--- src/rtl/i2c_pkt_pkg.sv ---
package i2c_pkt_pkg;
  // widths of the wire format
  localparam int BYTE_W = 8;
  localparam int ADDR_W = 7;
  localparam int DATA_W = 32;
  localparam int REG_AW = 2;

  // command word bit positions
  localparam int CMD_START = 0;
  localparam int CMD_TX    = 1;
  localparam int CMD_RX    = 3;
  localparam int CMD_LAST  = 4;
  localparam int CMD_STOP  = 5;
  localparam int CMD_GO    = 16;
  localparam int CMD_ADDR  = 24;

  // status word bit positions
  localparam int ST_ACK  = 0;
  localparam int ST_NAK  = 1;
  localparam int ST_RXD  = 2;
  localparam int ST_STOP = 4;
  localparam int ST_DONE = 16;

  // buffer word fields
  localparam int BUF_RX   = 8;
  localparam int BUF_BUSY = 16;

  // register offsets
  localparam logic [REG_AW-1:0] OFS_CMD = 2'd0;
  localparam logic [REG_AW-1:0] OFS_BUF = 2'd1;
  localparam logic [REG_AW-1:0] OFS_ST  = 2'd2;

  typedef enum logic [2:0] {
    SQ_IDLE, SQ_START, SQ_ADDR, SQ_DATA, SQ_STOP, SQ_DONE
  } sq_state_e;

  typedef struct packed {
    logic [ADDR_W-1:0] addr;
    logic start;
    logic tx;
    logic rx;
    logic last;
    logic stop;
  } pkt_cmd_t;

  typedef struct packed {
    logic ack;
    logic nak;
    logic rxd;
    logic stp;
    logic done;
  } pkt_evt_t;
endpackage

--- src/rtl/i2c_pkt_regs.sv ---
module i2c_pkt_regs
  import i2c_pkt_pkg::*;
(
  input  logic              clk,
  input  logic              rst,
  input  logic              we,
  input  logic [REG_AW-1:0] addr,
  input  logic [DATA_W-1:0] wdata,
  input  logic              active,
  input  logic              bus_busy,
  input  logic [BYTE_W-1:0] rx_byte,
  input  pkt_evt_t          evt,
  output logic              go,
  output pkt_cmd_t          cmd,
  output logic [BYTE_W-1:0] tx_byte,
  output logic [DATA_W-1:0] rdata
);
  pkt_evt_t          st_q;
  logic [DATA_W-1:0] rd_mux;
  logic              wr_cmd, wr_buf, wr_st;

  assign wr_cmd = we && (addr == OFS_CMD);
  assign wr_buf = we && (addr == OFS_BUF);
  assign wr_st  = we && (addr == OFS_ST);

  // command decode straight from the write bus
  assign cmd.addr  = wdata[CMD_ADDR +: ADDR_W];
  assign cmd.start = wdata[CMD_START];
  assign cmd.tx    = wdata[CMD_TX];
  assign cmd.rx    = wdata[CMD_RX];
  assign cmd.last  = wdata[CMD_LAST];
  assign cmd.stop  = wdata[CMD_STOP];
  assign go        = wr_cmd && wdata[CMD_GO] && !active;

  always_ff @(posedge clk) begin
    if (rst) begin
      tx_byte <= '0;
    end else if (wr_buf) begin
      tx_byte <= wdata[BYTE_W-1:0];
    end
  end

  // write-one-to-clear status; a new event wins over a clear
  always_ff @(posedge clk) begin
    if (rst) begin
      st_q <= '0;
    end else begin
      st_q.ack  <= evt.ack  | (st_q.ack  & ~(wr_st & wdata[ST_ACK]));
      st_q.nak  <= evt.nak  | (st_q.nak  & ~(wr_st & wdata[ST_NAK]));
      st_q.rxd  <= evt.rxd  | (st_q.rxd  & ~(wr_st & wdata[ST_RXD]));
      st_q.stp  <= evt.stp  | (st_q.stp  & ~(wr_st & wdata[ST_STOP]));
      st_q.done <= evt.done | (st_q.done & ~(wr_st & wdata[ST_DONE]));
    end
  end

  always_comb begin
    rd_mux = '0;
    case (addr)
      OFS_CMD: rd_mux[CMD_GO] = active;
      OFS_BUF: begin
        rd_mux[BYTE_W-1:0]        = tx_byte;
        rd_mux[BUF_RX +: BYTE_W]  = rx_byte;
        rd_mux[BUF_BUSY]          = bus_busy;
      end
      OFS_ST: begin
        rd_mux[ST_ACK]  = st_q.ack;
        rd_mux[ST_NAK]  = st_q.nak;
        rd_mux[ST_RXD]  = st_q.rxd;
        rd_mux[ST_STOP] = st_q.stp;
        rd_mux[ST_DONE] = st_q.done;
      end
      default: rd_mux = '0;
    endcase
  end

  always_ff @(posedge clk) begin
    if (rst) rdata <= '0;
    else     rdata <= rd_mux;
  end


  // done_set_chk
  done_set_chk: assert property (@(posedge clk) disable iff (rst)
    evt.done |=> st_q.done);


  // ack_hold_chk
  ack_hold_chk: assert property (@(posedge clk) disable iff (rst)
    (st_q.ack && !wr_st && !evt.ack) |=> st_q.ack);
endmodule

--- src/rtl/i2c_pkt_seq.sv ---
module i2c_pkt_seq
  import i2c_pkt_pkg::*;
(
  input  logic              clk,
  input  logic              rst,
  input  logic              tick,
  input  logic              go,
  input  pkt_cmd_t          cmd,
  input  logic [BYTE_W-1:0] tx_byte,
  input  logic              sda_in,
  output logic              scl_lo,
  output logic              sda_lo,
  output logic              bus_busy,
  output logic              active,
  output logic [BYTE_W-1:0] rx_byte,
  output pkt_evt_t          evt
);
  localparam int IDX_W = $clog2(BYTE_W + 1);
  localparam logic [IDX_W-1:0] ACK_SLOT = IDX_W'(BYTE_W);

  sq_state_e         state;
  pkt_cmd_t          cur;
  logic [1:0]        ph;
  logic [IDX_W-1:0]  idx;
  logic [BYTE_W-1:0] shreg;
  logic              ack_seen;
  logic              rx_dir;
  logic              drv;
  logic              in_byte;

  assign active  = (state != SQ_IDLE);
  assign in_byte = (state == SQ_ADDR) || (state == SQ_DATA);
  assign rx_dir  = (state == SQ_DATA) && cur.rx;

  // level the master pulls onto SDA for the current bit slot
  always_comb begin
    if (idx == ACK_SLOT) drv = rx_dir ? ~cur.last : 1'b0;
    else                 drv = rx_dir ? 1'b0 : ~shreg[BYTE_W-1];
  end

  always_ff @(posedge clk) begin
    if (rst) begin
      state    <= SQ_IDLE;
      cur      <= '0;
      ph       <= '0;
      idx      <= '0;
      shreg    <= '0;
      ack_seen <= 1'b0;
      scl_lo   <= 1'b0;
      sda_lo   <= 1'b0;
      bus_busy <= 1'b0;
      rx_byte  <= '0;
      evt      <= '0;
    end else begin
      evt <= '0;
      case (state)
        SQ_IDLE: begin
          if (go) begin
            cur <= cmd;
            ph  <= '0;
            idx <= '0;
            if (cmd.start) begin
              state <= SQ_START;
            end else if (bus_busy && (cmd.tx || cmd.rx)) begin
              shreg <= tx_byte;
              state <= SQ_DATA;
            end else if (bus_busy && cmd.stop) begin
              state <= SQ_STOP;
            end else begin
              state <= SQ_DONE;
            end
          end
        end

        SQ_START: begin
          if (tick) begin
            ph <= ph + 2'd1;
            case (ph)
              2'd0: sda_lo <= 1'b0;
              2'd1: scl_lo <= 1'b0;
              2'd2: sda_lo <= 1'b1;
              default: begin
                scl_lo   <= 1'b1;
                bus_busy <= 1'b1;
                shreg    <= {cur.addr, cur.rx};
                idx      <= '0;
                state    <= SQ_ADDR;
              end
            endcase
          end
        end

        SQ_ADDR, SQ_DATA: begin
          if (tick) begin
            ph <= ph + 2'd1;
            case (ph)
              2'd0: sda_lo <= drv;
              2'd1: scl_lo <= 1'b0;
              2'd2: begin
                if (idx == ACK_SLOT) ack_seen <= ~sda_in;
                else if (rx_dir)     shreg <= {shreg[BYTE_W-2:0], sda_in};
              end
              default: begin
                scl_lo <= 1'b1;
                if (idx != ACK_SLOT) begin
                  idx <= idx + 1'b1;
                  if (!rx_dir) shreg <= {shreg[BYTE_W-2:0], 1'b0};
                end else if (state == SQ_ADDR) begin
                  evt.ack <= ack_seen;
                  evt.nak <= ~ack_seen;
                  idx     <= '0;
                  if (ack_seen && (cur.tx || cur.rx)) begin
                    shreg <= tx_byte;
                    state <= SQ_DATA;
                  end else begin
                    state <= cur.stop ? SQ_STOP : SQ_DONE;
                  end
                end else begin
                  if (rx_dir) begin
                    rx_byte <= shreg;
                    evt.rxd <= 1'b1;
                  end else begin
                    evt.ack <= ack_seen;
                    evt.nak <= ~ack_seen;
                  end
                  state <= cur.stop ? SQ_STOP : SQ_DONE;
                end
              end
            endcase
          end
        end

        SQ_STOP: begin
          if (tick) begin
            ph <= ph + 2'd1;
            case (ph)
              2'd0: sda_lo <= 1'b1;
              2'd1: scl_lo <= 1'b0;
              2'd2: sda_lo <= 1'b0;
              default: begin
                bus_busy <= 1'b0;
                evt.stp  <= 1'b1;
                state    <= SQ_DONE;
              end
            endcase
          end
        end

        SQ_DONE: begin
          if (scl_lo) sda_lo <= 1'b0;
          evt.done <= 1'b1;
          state    <= SQ_IDLE;
        end

        default: state <= SQ_IDLE;
      endcase
    end
  end


  // go_idle_chk
  go_idle_chk: assert property (@(posedge clk) disable iff (rst)
    go |-> (state == SQ_IDLE));


  // busy_rise_chk
  busy_rise_chk: assert property (@(posedge clk) disable iff (rst)
    $rose(bus_busy) |-> ($past(state) == SQ_START));


  // busy_fall_chk
  busy_fall_chk: assert property (@(posedge clk) disable iff (rst)
    $fell(bus_busy) |-> evt.stp);


  // idle_release_chk
  idle_release_chk: assert property (@(posedge clk) disable iff (rst)
    (state == SQ_IDLE && !bus_busy) |-> (!scl_lo && !sda_lo));


  // evt_excl_chk
  evt_excl_chk: assert property (@(posedge clk) disable iff (rst)
    in_byte |-> !evt.done);
endmodule

--- src/rtl/i2c_pkt_master.sv ---
module i2c_pkt_master
  import i2c_pkt_pkg::*;
(
  input  logic              clk,
  input  logic              rst,
  input  logic              bit_tick,
  input  logic              reg_we,
  input  logic [REG_AW-1:0] reg_addr,
  input  logic [DATA_W-1:0] reg_wdata,
  output logic [DATA_W-1:0] reg_rdata,
  input  logic              sda_in,
  output logic              scl_drive_low,
  output logic              sda_drive_low
);
  logic              go;
  pkt_cmd_t          cmd;
  logic [BYTE_W-1:0] tx_byte;
  logic [BYTE_W-1:0] rx_byte;
  logic              active;
  logic              bus_busy;
  pkt_evt_t          evt;

  i2c_pkt_regs u_regs (
    .clk      (clk),
    .rst      (rst),
    .we       (reg_we),
    .addr     (reg_addr),
    .wdata    (reg_wdata),
    .active   (active),
    .bus_busy (bus_busy),
    .rx_byte  (rx_byte),
    .evt      (evt),
    .go       (go),
    .cmd      (cmd),
    .tx_byte  (tx_byte),
    .rdata    (reg_rdata)
  );

  i2c_pkt_seq u_seq (
    .clk      (clk),
    .rst      (rst),
    .tick     (bit_tick),
    .go       (go),
    .cmd      (cmd),
    .tx_byte  (tx_byte),
    .sda_in   (sda_in),
    .scl_lo   (scl_drive_low),
    .sda_lo   (sda_drive_low),
    .bus_busy (bus_busy),
    .active   (active),
    .rx_byte  (rx_byte),
    .evt      (evt)
  );
endmodule

--- config.mk ---
export PLATFORM = sky130hd
export DESIGN_NAME = i2c_pkt_master
export DESIGN_NICKNAME = d
export VERILOG_FILES = /design/src/rtl/i2c_pkt_pkg.sv /design/src/rtl/i2c_pkt_regs.sv /design/src/rtl/i2c_pkt_seq.sv /design/src/rtl/i2c_pkt_master.sv
export SDC_FILE = /design/constraint.sdc
export NUM_CORES = 1
export LEC_CHECK = 0
export CAP_MARGIN = 20
export CORE_UTILIZATION = 40
export CTS_CLUSTER_DIAMETER = 120
export DETAILED_ROUTE_END_ITERATION = 16
export GPL_ROUTABILITY_DRIVEN = 0
export REMOVE_ABC_BUFFERS = 1
export SYNTH_ARGS = -nofsm -noshare
export SYNTH_HDL_FRONTEND = slang
export SYNTH_HIERARCHICAL = 1
export SYNTH_SLANG_ARGS = --single-unit
--- constraint.sdc ---
create_clock -name clk -period 4.54 [get_ports clk]
set_clock_uncertainty 0.1 [all_clocks]
set_input_delay 0.908 -clock clk [delete_from_list [all_inputs] [get_ports clk]]
set_output_delay 0.908 -clock clk [all_outputs]
set_load 0.05 [all_outputs]
==> qor_table.md <==
| Parameter | Reported |
|:---|:---|
| Shortest period the worst path allows | 3.605 ns |
| Fraction of synthesis flops using an asynchronous set or reset pin | 0 |
| Post-layout net count | 530 |
| Total die area | 10250 um^2 |
| Power per cell area | 302.8 nW/um^2 |
| Worst setup path startpoint | reg_addr[0] |
| Share of cells above drive strength 1 | 0.08642 |
| Part of the Yosys area used for sequential elements | 0.3810 |
| Netlist area before placement | 3941 um^2 |
| Setup_tns | 0 ns |
| Cell internal power dissipation | 985.2 uW |
| Endpoint arrival time on the critical path | 3.77 ns |
| Largest fanout on the critical path | 16 |
| Logic gate share of total power | 0.104 |
| Transition time at the pin with the least slew margin | 1.085 ns |
| Final Hold Viols | 0 |
| Maximum resistive drop on vdd | 0.0001755 V |
| Cell type contributing the most total cell area after synthesis | sky130_fd_sc_hd__dfxtp_1 |
| Width of the die | 101.3 um |
| Endpoint of the worst-slack reg-to-reg timing path | u_seq/shreg[6]$_SDFFE_PP0P_ |
| Start-to-end type of the worst setup path | in2reg |
| Via total after detailed routing | 3337 |
| Via count of the first global-routing pass | 2977 |
| Most frequently used flop master after synthesis | sky130_fd_sc_hd__dfxtp_1 |
| Run status | complete, no violations |
| Chip Height | 101.3 um |
| # DRC | 0 |
| Setup crit end | u_seq/shreg[6]$_SDFFE_PP0P_ |
| CTS clk-pin slew, worst paths | 0.09 ns |
| Routed length per instance | 15.11 um |
| Global-route wire length before repair | 14780 um |
| Register-to-register setup slack | 1.24 ns |
| Vias per cell | 5.426 |
| Avg Synthesized Cell Area | 8.404 um^2 |
| Clock tree from TritonCTS | built |
| IO Pins | 73 |
| Remaining antenna violation count after routing | 0 |
| Initial antenna violation count | 0 |
| Number of flops mapped to enable cells by yosys | 0 |
| Maximum operating frequency | 0.2774 GHz |
| Unrepaired setup endpoints after global routing | false |
| Total core area | 9371 um^2 |
| Data required time at the worst endpoint | 4.71 ns |
| Pre-antenna DRT Iters | 5 |
| Max clock buf depth | 2 |
| Hold-fix buffers at CTS | 0 |
| Ys Warns | 6 |
| Reg2Reg Depth | 8 |
| Initial core utilization | 0.4206 |
| CTS resizes | 0 |
| Wirelength, routed | 9293 um |
| Instance count of the mapped netlist | 469 |
| Quantity of I/O buffers inserted on ports | 41 |
| # H-tree levels | 3 |
| Endpoint kind of the worst setup timing path | flip-flop |
| Clk Latency, worst-skew pair | 0.34 ns |
| Leakage Power | 0.001547 uW |
| Yosys cell types | 58 |
| Maximum number of pins on one net before global-route repair | 43 |
| Net Switching | 366.8 uW |
| Initial detailed-routing violation count | 185 |
| Post-CTS setup buffer count | 0 |
| Sequential power share | 0.496 |
| Total congestion overflow | 0 |
| Count of endpoints failing setup in the final report | 0 |
| Post-DP HPWL | 6248 um |
| Synth top area cells | sky130_fd_sc_hd__dfxtp_1 38%, sky130_fd_sc_hd__a21oi_1 7.1%, sky130_fd_sc_hd__buf_4 5.1%, sky130_fd_sc_hd__nand2_1 3.2%, sky130_fd_sc_hd__ha_1 3.2% |
| Top post-synthesis cells by count | 75 x sky130_fd_sc_hd__dfxtp_1, 56 x sky130_fd_sc_hd__a21oi_1, 34 x sky130_fd_sc_hd__nand2_1 |
| Total routing usage reported by global routing | 0.1861 |
| Worst hold margin | 0.3575 ns |
| Tcrit/Tclk final | 0.7940 |
| Flop and latch count out of synthesis | 75 |
| Share of the synthesized area in the top cell type | 0.3810 |
| Number of antenna cells inserted | 0 |
| Signed area change from the synthesized netlist to the final layout | 13.27% |
| Share of total power consumed by net switching | 0.2713 |
| Max-cap viol count | 0 |
| Number of slew-limit violations in the final report | 0 |
| Power share of the clock group | 0.400 |
| Num CTS Buffers | 9 |
| Most common cell in the netlist | sky130_fd_sc_hd__dfxtp_1 |
| Category of the worst setup path launch point | input port |
| R2R Path Start | u_seq/state[0]$_SDFFE_PP0P_ |
| Clock root buffer | sky130_fd_sc_hd__clkbuf_8 |
| Placement Rows | 35 |
| Count of clock tree sinks | 75 |
| HP Class | reg2reg |
| Worst slew margin relative to its limit | 0.2769 |
==> critical path, cell delays in order <==
cell and delay [ns]:
sky130_fd_sc_hd__clkdlybuf4s50_1 0.46, sky130_fd_sc_hd__inv_1 0.10, sky130_fd_sc_hd__ha_1 0.16, sky130_fd_sc_hd__and4b_1 0.34, sky130_fd_sc_hd__or4b_4 0.61, sky130_fd_sc_hd__o32a_1 0.40
sky130_fd_sc_hd__a31o_4 0.27, sky130_fd_sc_hd__or3_1 0.35, sky130_fd_sc_hd__a21oi_1 0.17
==> metrics by stage <==
step                setup slack, ns    util  instance area, um^2  total power, uW  cells
floorplan                     1.366       -                 3635            767.3    422
global placement             0.6810  0.4539                 4254            823.5    599
detailed placement           0.6135  0.4539                 4254            826.1    599
CTS                          0.9888  0.4764                 4464             1370    615
global route                 0.8304  0.4764                 4464             1407    615
finish                       0.9353  0.4764                 4464             1352    615
==> power by group through the flow <==
stage               Combinational [uW]  Sequential, uW  Clock, uW
floorplan                         74.4             693          0
CTS                                140             671        559
detailed placement                 140             687          0
global placement                   137             686          0
global route                       152             672        582
finish                             141             671        540
==> metal layers <==
layer	share of wire	vias to the layer above	track usage	wire length, um
met2	0.48	124	0.3103	4469
met4	0.010	0	0.06577	95
met5	0	-	0	0
li1	-	1635	-	-
met3	0.058	8	0.03451	536
met1	0.45	1570	0.2411	4192
==> cell families (layout without fill, tap and decap cells) <==
family | count (synthesis) | in the layout | share of synthesized area
fa+ha+maj | 10 | 10 | 0.03175
other cells | 1 | 15 | 0.0009515
mux | 16 | 16 | 0.04318
compound gates | 127 | 127 | 0.2041
flops | 75 | 75 | 0.3810
buf+inv | 72 | 75 | 0.1016
simple gates | 168 | 168 | 0.2375
==> layout by cell type (no fill, tap or decap), types with 12 or more instances in the layout <==
cell type and instances:
sky130_fd_sc_hd__dfxtp_1 75, sky130_fd_sc_hd__and2_1 12, sky130_fd_sc_hd__nor2_1 30, sky130_fd_sc_hd__conb_1 15, sky130_fd_sc_hd__a21oi_1 56, sky130_fd_sc_hd__o21ai_0 23, sky130_fd_sc_hd__nand3_1 16, sky130_fd_sc_hd__nand2_1 34
sky130_fd_sc_hd__clkdlybuf4s50_1 40
==> worst min-delay path by stage <==
| stage | startpoint | to | slack (ns) | cells after the start |
|---|---|---|---|---|
| 2_1_floorplan | u_seq/ack_seen$_SDFFE_PP0P_ | u_seq/evt[3]$_SDFF_PP0_ | 0.32 | 1 |
| 3_3_place_gp | u_seq/cur[1]$_SDFFE_PP0P_ | u_seq/cur[1]$_SDFFE_PP0P_ | 0.34 | 2 |
| 3_5_place_dp | u_seq/rx_byte[5]$_SDFFE_PP0P_ | u_regs/rdata[13]$_SDFF_PP0_ | 0.34 | 1 |
| 4_1_cts | u_seq/cur[1]$_SDFFE_PP0P_ | u_seq/cur[1]$_SDFFE_PP0P_ | 0.36 | 2 |
| 5_1_grt | u_seq/cur[1]$_SDFFE_PP0P_ | u_seq/cur[1]$_SDFFE_PP0P_ | 0.38 | 2 |
| 6_report | u_seq/cur[1]$_SDFFE_PP0P_ | u_seq/cur[1]$_SDFFE_PP0P_ | 0.36 | 2 |
==> sequential cells by signal, indices dropped and copies added, names as in the netlist <==
register / count
u_regs/rdata: 17
u_seq/shreg: 8
u_seq/idx: 4
u_seq/bus_busy: 1
u_seq/evt: 5
u_seq/ack_seen: 1
u_seq/ph: 2
u_seq/rx_byte: 8
u_seq/cur: 11
u_regs/tx_byte: 8
u_seq/state: 3
u_seq/sda_lo: 1
u_regs/st_q: 5
u_seq/scl_lo: 1
==> final cells by class <==
cell class,count,area (um^2)
clock buffer,10,137.6
clock inverter,6,72.57
fill,958,4907
inverter,11,41.29
multi-input combinational,336,2092
sequential,75,1501
tap,129,161.4
timing repair buffer,48,457.9
Power figures use the tool's default switching activity.
